[config.mk]
export PLATFORM = sky130hd
export DESIGN_NAME = rtc_pi_unit
export DESIGN_NICKNAME = d
export VERILOG_FILES = /design/src/rtl/rtc_pi_pkg.sv /design/src/rtl/rtc_pi_regs.sv /design/src/rtl/rtc_pi_rate.sv /design/src/rtl/rtc_pi_flags.sv /design/src/rtl/rtc_pi_unit.sv
export SDC_FILE = /design/constraint.sdc
export NUM_CORES = 1
export LEC_CHECK = 0
export ABC_AREA = 0
export BUFFER_PORTS_ARGS = -buffer_cell sky130_fd_sc_hd__buf_2
export CORE_UTILIZATION = 47
export CTS_BUF_LIST = sky130_fd_sc_hd__clkbuf_8
export CTS_CLUSTER_DIAMETER = 60
export CTS_CLUSTER_SIZE = 16
export DETAILED_ROUTE_END_ITERATION = 7
export HOLD_SLACK_MARGIN = 0.05
export PLACE_DENSITY = 0.67
export SYNTH_ARGS = -nofsm -noshare
export SYNTH_HDL_FRONTEND = slang
export SYNTH_SLANG_ARGS = --single-unit
[constraint.sdc]
create_clock -name clk -period 3.8 [get_ports clk]
set_input_delay 0.19 -clock clk [delete_from_list [all_inputs] [get_ports clk]]
set_output_delay 0.19 -clock clk [all_outputs]
set_load 0.05 [all_outputs]
[src/rtl/rtc_pi_pkg.sv]
// Shared constants for the RTC periodic interrupt unit.
// Assumes an 8-bit register file reached through a 7-bit index.
package rtc_pi_pkg;
    localparam int IDX_W_DEF  = 7;
    localparam int DATA_W_DEF = 8;
    localparam int N_SRC_DEF  = 3;
    localparam int CNT_W_DEF  = 15;

    // register indices
    localparam int IDX_CTRL   = 10;
    localparam int IDX_ENA    = 11;
    localparam int IDX_STAT   = 12;
    localparam int IDX_PWR    = 13;

    // divider field codes
    localparam logic [2:0] DIV_RUN = 3'b010;

    // flag positions inside the source vector (msb = periodic)
    localparam int SRC_UPD = 0;
    localparam int SRC_ALM = 1;
    localparam int SRC_PER = 2;
endpackage

[src/rtl/rtc_pi_regs.sv]
// Index/data register access for the RTC unit.
// Holds the index, control and enable registers, and muxes read data.
// Assumes one access per cycle; flags and IRQ come from other blocks.
module rtc_pi_regs
    import rtc_pi_pkg::*;
#(
    parameter int IDX_W  = IDX_W_DEF,
    parameter int DATA_W = DATA_W_DEF,
    parameter int N_SRC  = N_SRC_DEF
) (
    input  logic              clk,
    input  logic              rst_n,
    input  logic              bus_cs,
    input  logic              bus_addr,
    input  logic              bus_we,
    input  logic [DATA_W-1:0] bus_wdata,
    input  logic              upd_busy,
    input  logic              pwr_ok,
    input  logic [N_SRC-1:0]  flags,
    input  logic              irq_flag,
    output logic [DATA_W-1:0] bus_rdata,
    output logic [DATA_W-2:0] reg_ctrl,
    output logic [DATA_W-1:0] reg_ena,
    output logic              stat_rd
);
    localparam int PAD_W = DATA_W - 1 - N_SRC;

    logic [IDX_W-1:0] idx_q;
    logic             data_wr;
    logic             data_rd;

    assign data_wr = bus_cs && bus_we && bus_addr;
    assign data_rd = bus_cs && !bus_we && bus_addr;
    assign stat_rd = data_rd && (idx_q == IDX_W'(IDX_STAT));

    // Purpose: capture the register index from the index port.
    always_ff @(posedge clk) begin
        if (!rst_n)
            idx_q <= '0;
        else if (bus_cs && bus_we && !bus_addr)
            idx_q <= bus_wdata[IDX_W-1:0];
    end

    // Purpose: hold the writable control and enable registers.
    always_ff @(posedge clk) begin
        if (!rst_n) begin
            reg_ctrl <= '0;
            reg_ena  <= '0;
        end else if (data_wr) begin
            if (idx_q == IDX_W'(IDX_CTRL))
                reg_ctrl <= bus_wdata[DATA_W-2:0];
            if (idx_q == IDX_W'(IDX_ENA))
                reg_ena <= bus_wdata;
        end
    end

    // Purpose: select read data for the index or data port.
    always_comb begin
        bus_rdata = '0;
        if (bus_cs && !bus_we) begin
            if (!bus_addr)
                bus_rdata = DATA_W'(idx_q);
            else if (idx_q == IDX_W'(IDX_CTRL))
                bus_rdata = {upd_busy, reg_ctrl};
            else if (idx_q == IDX_W'(IDX_ENA))
                bus_rdata = reg_ena;
            else if (idx_q == IDX_W'(IDX_STAT))
                bus_rdata = {irq_flag, flags, {PAD_W{1'b0}}};
            else if (idx_q == IDX_W'(IDX_PWR))
                bus_rdata = {pwr_ok, {(DATA_W-1){1'b0}}};
        end
    end

    // enable register only changes on a data write aimed at it
    assert_ena_hold_R12: assert property (@(posedge clk) disable iff (!rst_n)
        !(data_wr && idx_q == IDX_W'(IDX_ENA)) |=> $stable(reg_ena));
    // a status read never alters the control register
    assert_ctrl_stat_R11: assert property (@(posedge clk) disable iff (!rst_n)
        stat_rd |=> $stable(reg_ctrl));
endmodule

[src/rtl/rtc_pi_rate.sv]
// Prescaler, periodic event and square wave for the RTC unit.
// Assumes base_tick is a one-cycle strobe at the 32.768 kHz base rate.
// Period is 2^(rate-1) ticks; rates 1 and 2 alias to 64 and 128 ticks.
module rtc_pi_rate
    import rtc_pi_pkg::*;
#(
    parameter int CNT_W = CNT_W_DEF
) (
    input  logic       clk,
    input  logic       rst_n,
    input  logic       base_tick,
    input  logic [2:0] div_sel,
    input  logic [3:0] rate_sel,
    input  logic       sqw_en,
    output logic       per_ev,
    output logic       sqw
);
    logic [CNT_W-1:0] cnt_q;
    logic [3:0]       expo;
    logic [CNT_W-1:0] mask;
    logic             running;
    logic             held;

    assign running = (div_sel == DIV_RUN);
    assign held    = (div_sel[2:1] == 2'b11);

    // Purpose: map the rate code to a period exponent.
    always_comb begin
        case (rate_sel)
            4'd1:    expo = 4'd6;
            4'd2:    expo = 4'd7;
            default: expo = rate_sel - 4'd1;
        endcase
        mask = ~({CNT_W{1'b1}} << expo);
    end

    // Purpose: advance, freeze or clear the prescaler.
    always_ff @(posedge clk) begin
        if (!rst_n || held)
            cnt_q <= '0;
        else if (running && base_tick)
            cnt_q <= cnt_q + 1'b1;
    end

    // Purpose: flag the last tick of each period and form the square wave.
    always_comb begin
        per_ev = running && base_tick && (rate_sel != 4'd0)
                 && ((cnt_q & mask) == mask);
        sqw    = sqw_en && running && (rate_sel != 4'd0)
                 && cnt_q[4'(expo - 4'd1)];
    end

    // hold codes force the prescaler to zero
    assert_div_hold_R3: assert property (@(posedge clk) disable iff (!rst_n)
        held |=> (cnt_q == '0));
    // frozen codes keep the count
    assert_div_freeze_R3: assert property (@(posedge clk) disable iff (!rst_n)
        (!running && !held) |=> $stable(cnt_q));
    // rate code zero never produces a periodic event
    assert_rate_off_R4: assert property (@(posedge clk) disable iff (!rst_n)
        (rate_sel == 4'd0) |-> !per_ev);
endmodule

[src/rtl/rtc_pi_flags.sv]
// Event flags with clear-on-read for the RTC unit.
// Each source sets its flag; a status read clears all flags and parks
// any coincident event so it sets its flag in the following cycle.
module rtc_pi_flags
    import rtc_pi_pkg::*;
#(
    parameter int N_SRC = N_SRC_DEF
) (
    input  logic             clk,
    input  logic             rst_n,
    input  logic [N_SRC-1:0] ev,
    input  logic             rd_clr,
    output logic [N_SRC-1:0] flg
);
    for (genvar i = 0; i < N_SRC; i++) begin : g_src
        logic f_q;
        logic p_q;

        // Purpose: set, clear-on-read and carry-over for one source.
        always_ff @(posedge clk) begin
            if (!rst_n) begin
                f_q <= 1'b0;
                p_q <= 1'b0;
            end else if (rd_clr) begin
                f_q <= 1'b0;
                p_q <= ev[i] | p_q;
            end else begin
                f_q <= f_q | ev[i] | p_q;
                p_q <= 1'b0;
            end
        end

        assign flg[i] = f_q;

        // an event outside a status read sets the flag
        assert_set_R7: assert property (@(posedge clk) disable iff (!rst_n)
            (ev[i] && !rd_clr) |=> flg[i]);
        // a status read leaves the flag clear
        assert_clear_R9: assert property (@(posedge clk) disable iff (!rst_n)
            rd_clr |=> !flg[i]);
        // an event met during a read shows up once reads stop
        assert_carry_R10: assert property (@(posedge clk) disable iff (!rst_n)
            (!rd_clr && $past(rd_clr && ev[i])) |=> flg[i]);
    end
endmodule

[src/rtl/rtc_pi_unit.sv]
// Top of the RTC periodic interrupt unit.
// Wires register access, prescaler and flags; forms the combined request.
// Assumes the calendar chain supplies one-cycle alarm and update strobes.
module rtc_pi_unit
    import rtc_pi_pkg::*;
#(
    parameter int IDX_W  = IDX_W_DEF,
    parameter int DATA_W = DATA_W_DEF,
    parameter int N_SRC  = N_SRC_DEF,
    parameter int CNT_W  = CNT_W_DEF
) (
    input  logic              clk,
    input  logic              rst_n,
    input  logic              bus_cs,
    input  logic              bus_addr,
    input  logic              bus_we,
    input  logic [DATA_W-1:0] bus_wdata,
    output logic [DATA_W-1:0] bus_rdata,
    input  logic              base_tick,
    input  logic              alarm_hit,
    input  logic              update_done,
    input  logic              upd_busy,
    input  logic              pwr_ok,
    output logic              irq,
    output logic              sqw_out,
    output logic              cal_halt
);
    logic [DATA_W-2:0] reg_ctrl;
    logic [DATA_W-1:0] reg_ena;
    logic              stat_rd;
    logic              per_ev;
    logic [N_SRC-1:0]  ev;
    logic [N_SRC-1:0]  flg;
    logic [N_SRC-1:0]  ena;

    rtc_pi_regs #(.IDX_W(IDX_W), .DATA_W(DATA_W), .N_SRC(N_SRC)) u_regs (
        .clk(clk), .rst_n(rst_n), .bus_cs(bus_cs), .bus_addr(bus_addr),
        .bus_we(bus_we), .bus_wdata(bus_wdata), .upd_busy(upd_busy),
        .pwr_ok(pwr_ok), .flags(flg), .irq_flag(irq),
        .bus_rdata(bus_rdata), .reg_ctrl(reg_ctrl), .reg_ena(reg_ena),
        .stat_rd(stat_rd)
    );

    rtc_pi_rate #(.CNT_W(CNT_W)) u_rate (
        .clk(clk), .rst_n(rst_n), .base_tick(base_tick),
        .div_sel(reg_ctrl[6:4]), .rate_sel(reg_ctrl[3:0]),
        .sqw_en(reg_ena[3]), .per_ev(per_ev), .sqw(sqw_out)
    );

    // Purpose: order the event strobes as periodic, alarm, update.
    always_comb begin
        ev          = '0;
        ev[SRC_PER] = per_ev;
        ev[SRC_ALM] = alarm_hit;
        ev[SRC_UPD] = update_done;
    end

    rtc_pi_flags #(.N_SRC(N_SRC)) u_flags (
        .clk(clk), .rst_n(rst_n), .ev(ev), .rd_clr(stat_rd), .flg(flg)
    );

    // Purpose: gate flags with their enables into one request.
    assign ena      = reg_ena[6:4];
    assign irq      = |(flg & ena);
    assign cal_halt = reg_ena[7];

    // a request always has a flag behind it
    assert_irq_src_R8: assert property (@(posedge clk) disable iff (!rst_n)
        irq |-> (flg != '0));
    // the request drops after a status read with no pending events
    assert_irq_drop_R9: assert property (@(posedge clk) disable iff (!rst_n)
        (stat_rd && ev == '0) |=> !irq);
endmodule

==> reports/results.ini <==
[timing]
skew_ns=0.0122
slew_viol_final=0
grt_setup_unrepaired=false
finalCriticalPeriod_ns=3.55
tns_ns=0
finalHoldViolCount=0
fin_crit_sh_pct=93.4
timing.fmax_mhz=282
slew_headroom_pct=57.8
worst_pin_slew_ns=0.633
setup-violations-final=0
timing.hold.ws_ns=0.104

[cts]
cts_setup_buffers=0
cts_buffer_depth=2
post_cts_resized=0
numCtsBuffers=5
postCtsHoldBufs=0
htree_levels=2
cts_root_buf=clkbuf_8
path_clk_slew_ns=0.09
clkLatencyLatePin_ns=0.31
cts_sinks=43
cts_tree=done

[synthesis]
synth_cell_types=53
ys_ff_latch=43
postSynthAreaPerCell_um2=8.65
synth_edf_count=0
async_flop_share_pct=0
netlist.top_cell.by_area=dfxtp_1
synthTopCellsByCount=dfxtp_1, nor2_1, nand2_1
synth_ff_type=dfxtp_1
synth_top_cell_area_share_pct=34.1
syn_nets=315
ys_warn_count=0
seq_area_frac_synth_pct=34.1
syn-instance-count=292
synth_most_common_cell=dfxtp_1
syn_area_um2=2520
synth_area_leaders=dfxtp_1, mux2i_1, nor2b_1

[floorplan]
dieArea_um2=5670
fp-row-count=26
start_util_pct=49.1
ios=29
die_h_um=75.3
die_w_um=75.3
core_um2=5140

[placed_design]
numPortBuffers=28
routabilityCongestion=0.912
hpwl_um=4070
dp_cells=379

[global_route]
antenna_found_initial=0
grtUsageMet3_pct=4.76
grt.met1_usage_pct=29.3
grt_overflow=0
top_usage_layer=met2
grt_max_degree=26
met2_usage_pct=35.0
grtUsageTotal_pct=21.5
grt_pass1_vias=1858
grt_pass1_wl_um=9180

[setup_path]
critPathMaxStageDelay_ns=0.48
arrival_ns=3.36
cpMaxStageDelayCell=mux4_2
critPathRequiredTime_ns=3.61
path_cells=inv_1 -> ha_1 -> o21ba_2 -> a21oi_1 -> inv_1 -> ha_1 -> inv_1 -> mux4_2 -> mux4_2 -> and3_1 -> buf_2
cp-end-kind=primary output
startpoint_type=register
cp_max_fo=6
worst_path_most_repeated_cell=inv_1
worst-setup-path-type=register to primary output

[layout]
layout.nets=339
diodes=0
drive_above_1_share_pct=15.8
syn2layout_area_growth_pct=10.6
fin_cells=387

[detailed_routing]
ant_nets=0
vias=2121
first_iter_violations=162
wl_per_cell_um=14.2
routed_wl_um=5500
drc_errors=0
drt_first_pass_iters=4
viasPerCell=5.48

[worst_hold_path]
min_path_type=input pin to register

[pwr]
ir_worst_vdd_mv=0.165
p_per_area_nw_per_um2=288
p_leak_nw=1.12

[status]
status=completed

[run]
drv_cap=0

worst paths after layout:
path	start	cells after the start	slack, ns	end
setup / recovery	u_regs.reg_ctrl[0]	11	0.25	sqw_out
hold / removal	alarm_hit	3	0.10	u_flags.g_src[1].p_q
setup reg to reg	u_regs.reg_ctrl[0]	11	1.25	u_flags.g_src[2].p_q
hold reg to reg	u_flags.g_src[2].p_q	2	0.46	u_flags.g_src[2].p_q
area by class of cell:
cell class,instances,area [um^2]
clock buffer,5,68.8
clock inverter,3,20.0
fill,509,2350
inverter,10,37.5
multi-input combinational,227,1570
sequential,43,861
tap,70,87.6
timing repair buffer,29,148
flip-flops by register name, indices dropped and copies added (netlist names):
register / flops
u_regs.reg_ena: 8
u_flags.g_src.p_q: 3
u_flags.g_src.f_q: 3
u_regs.idx_q: 7
u_regs.reg_ctrl: 7
u_rate.cnt_q: 15
logic make-up after synthesis:
| kind of cell | count (synthesis) | synth area share [%] |
|---|---|---|
| fa+ha+maj | 5 | 2.48 |
| mux | 28 | 12.6 |
| compound gates | 55 | 15.1 |
| simple gates | 125 | 27.1 |
| flops | 43 | 34.1 |
| buf+inv | 22 | 3.77 |
| xor+xnor | 14 | 4.86 |
metrics by stage:
| step | util, % | total power, W | setup slack (ns) | area [um^2] |
|---|---|---|---|---|
| finish | 54.3 | 0.000804 | 0.250 | 2790 |
| global route | 54.3 | 0.000837 | 0.0319 | 2790 |
| CTS | 54.3 | 0.000811 | 0.269 | 2790 |
| detailed placement | 52.6 | 0.000518 | 0.631 | 2700 |
| global placement | 52.6 | 0.000518 | 0.656 | 2700 |
| floorplan | - | 0.000498 | 0.647 | 2520 |
worst max-delay path: cells and delay by family, from the launching register on:
kind	cells	cell delay, ns
muxes	2	0.79
and+or+nand+nor	1	0.19
buffers and inverters	4	0.52
AOI/OAI and AO/OA	2	0.54
DFF	1	0.43
adders and majority gates	2	0.58
where the power goes:
group / total, W / internal, W / switching [W]
Clock: 0.000296 / 0.000128 / 0.000168
Sequential: 0.000459 / 0.000454 / 0.00000516
Combinational: 0.0000484 / 0.0000197 / 0.0000287
Total: 0.000804 / 0.000602 / 0.000202
cell usage in the layout (no fill, tap or decap), types with 7 or more instances in the layout:
cell     instances
nand3_1          9
dfxtp_1         43
mux2i_1         24
xor2_1          12
nand2_1         27
o21ai_0         11
inv_1           10
nor2_1          31
a21oi_1         13
nand4_1          7
buf_2           28
nor2b_1         25
per-layer routing:
layer / vias to the layer above / share of wire [%]
met5: - / 0
met4: 0 / 1.0
met3: 9 / 4.8
met2: 74 / 47
met1: 951 / 47
li1: 1087 / -
No activity file was read; power rests on OpenSTA's default activity.
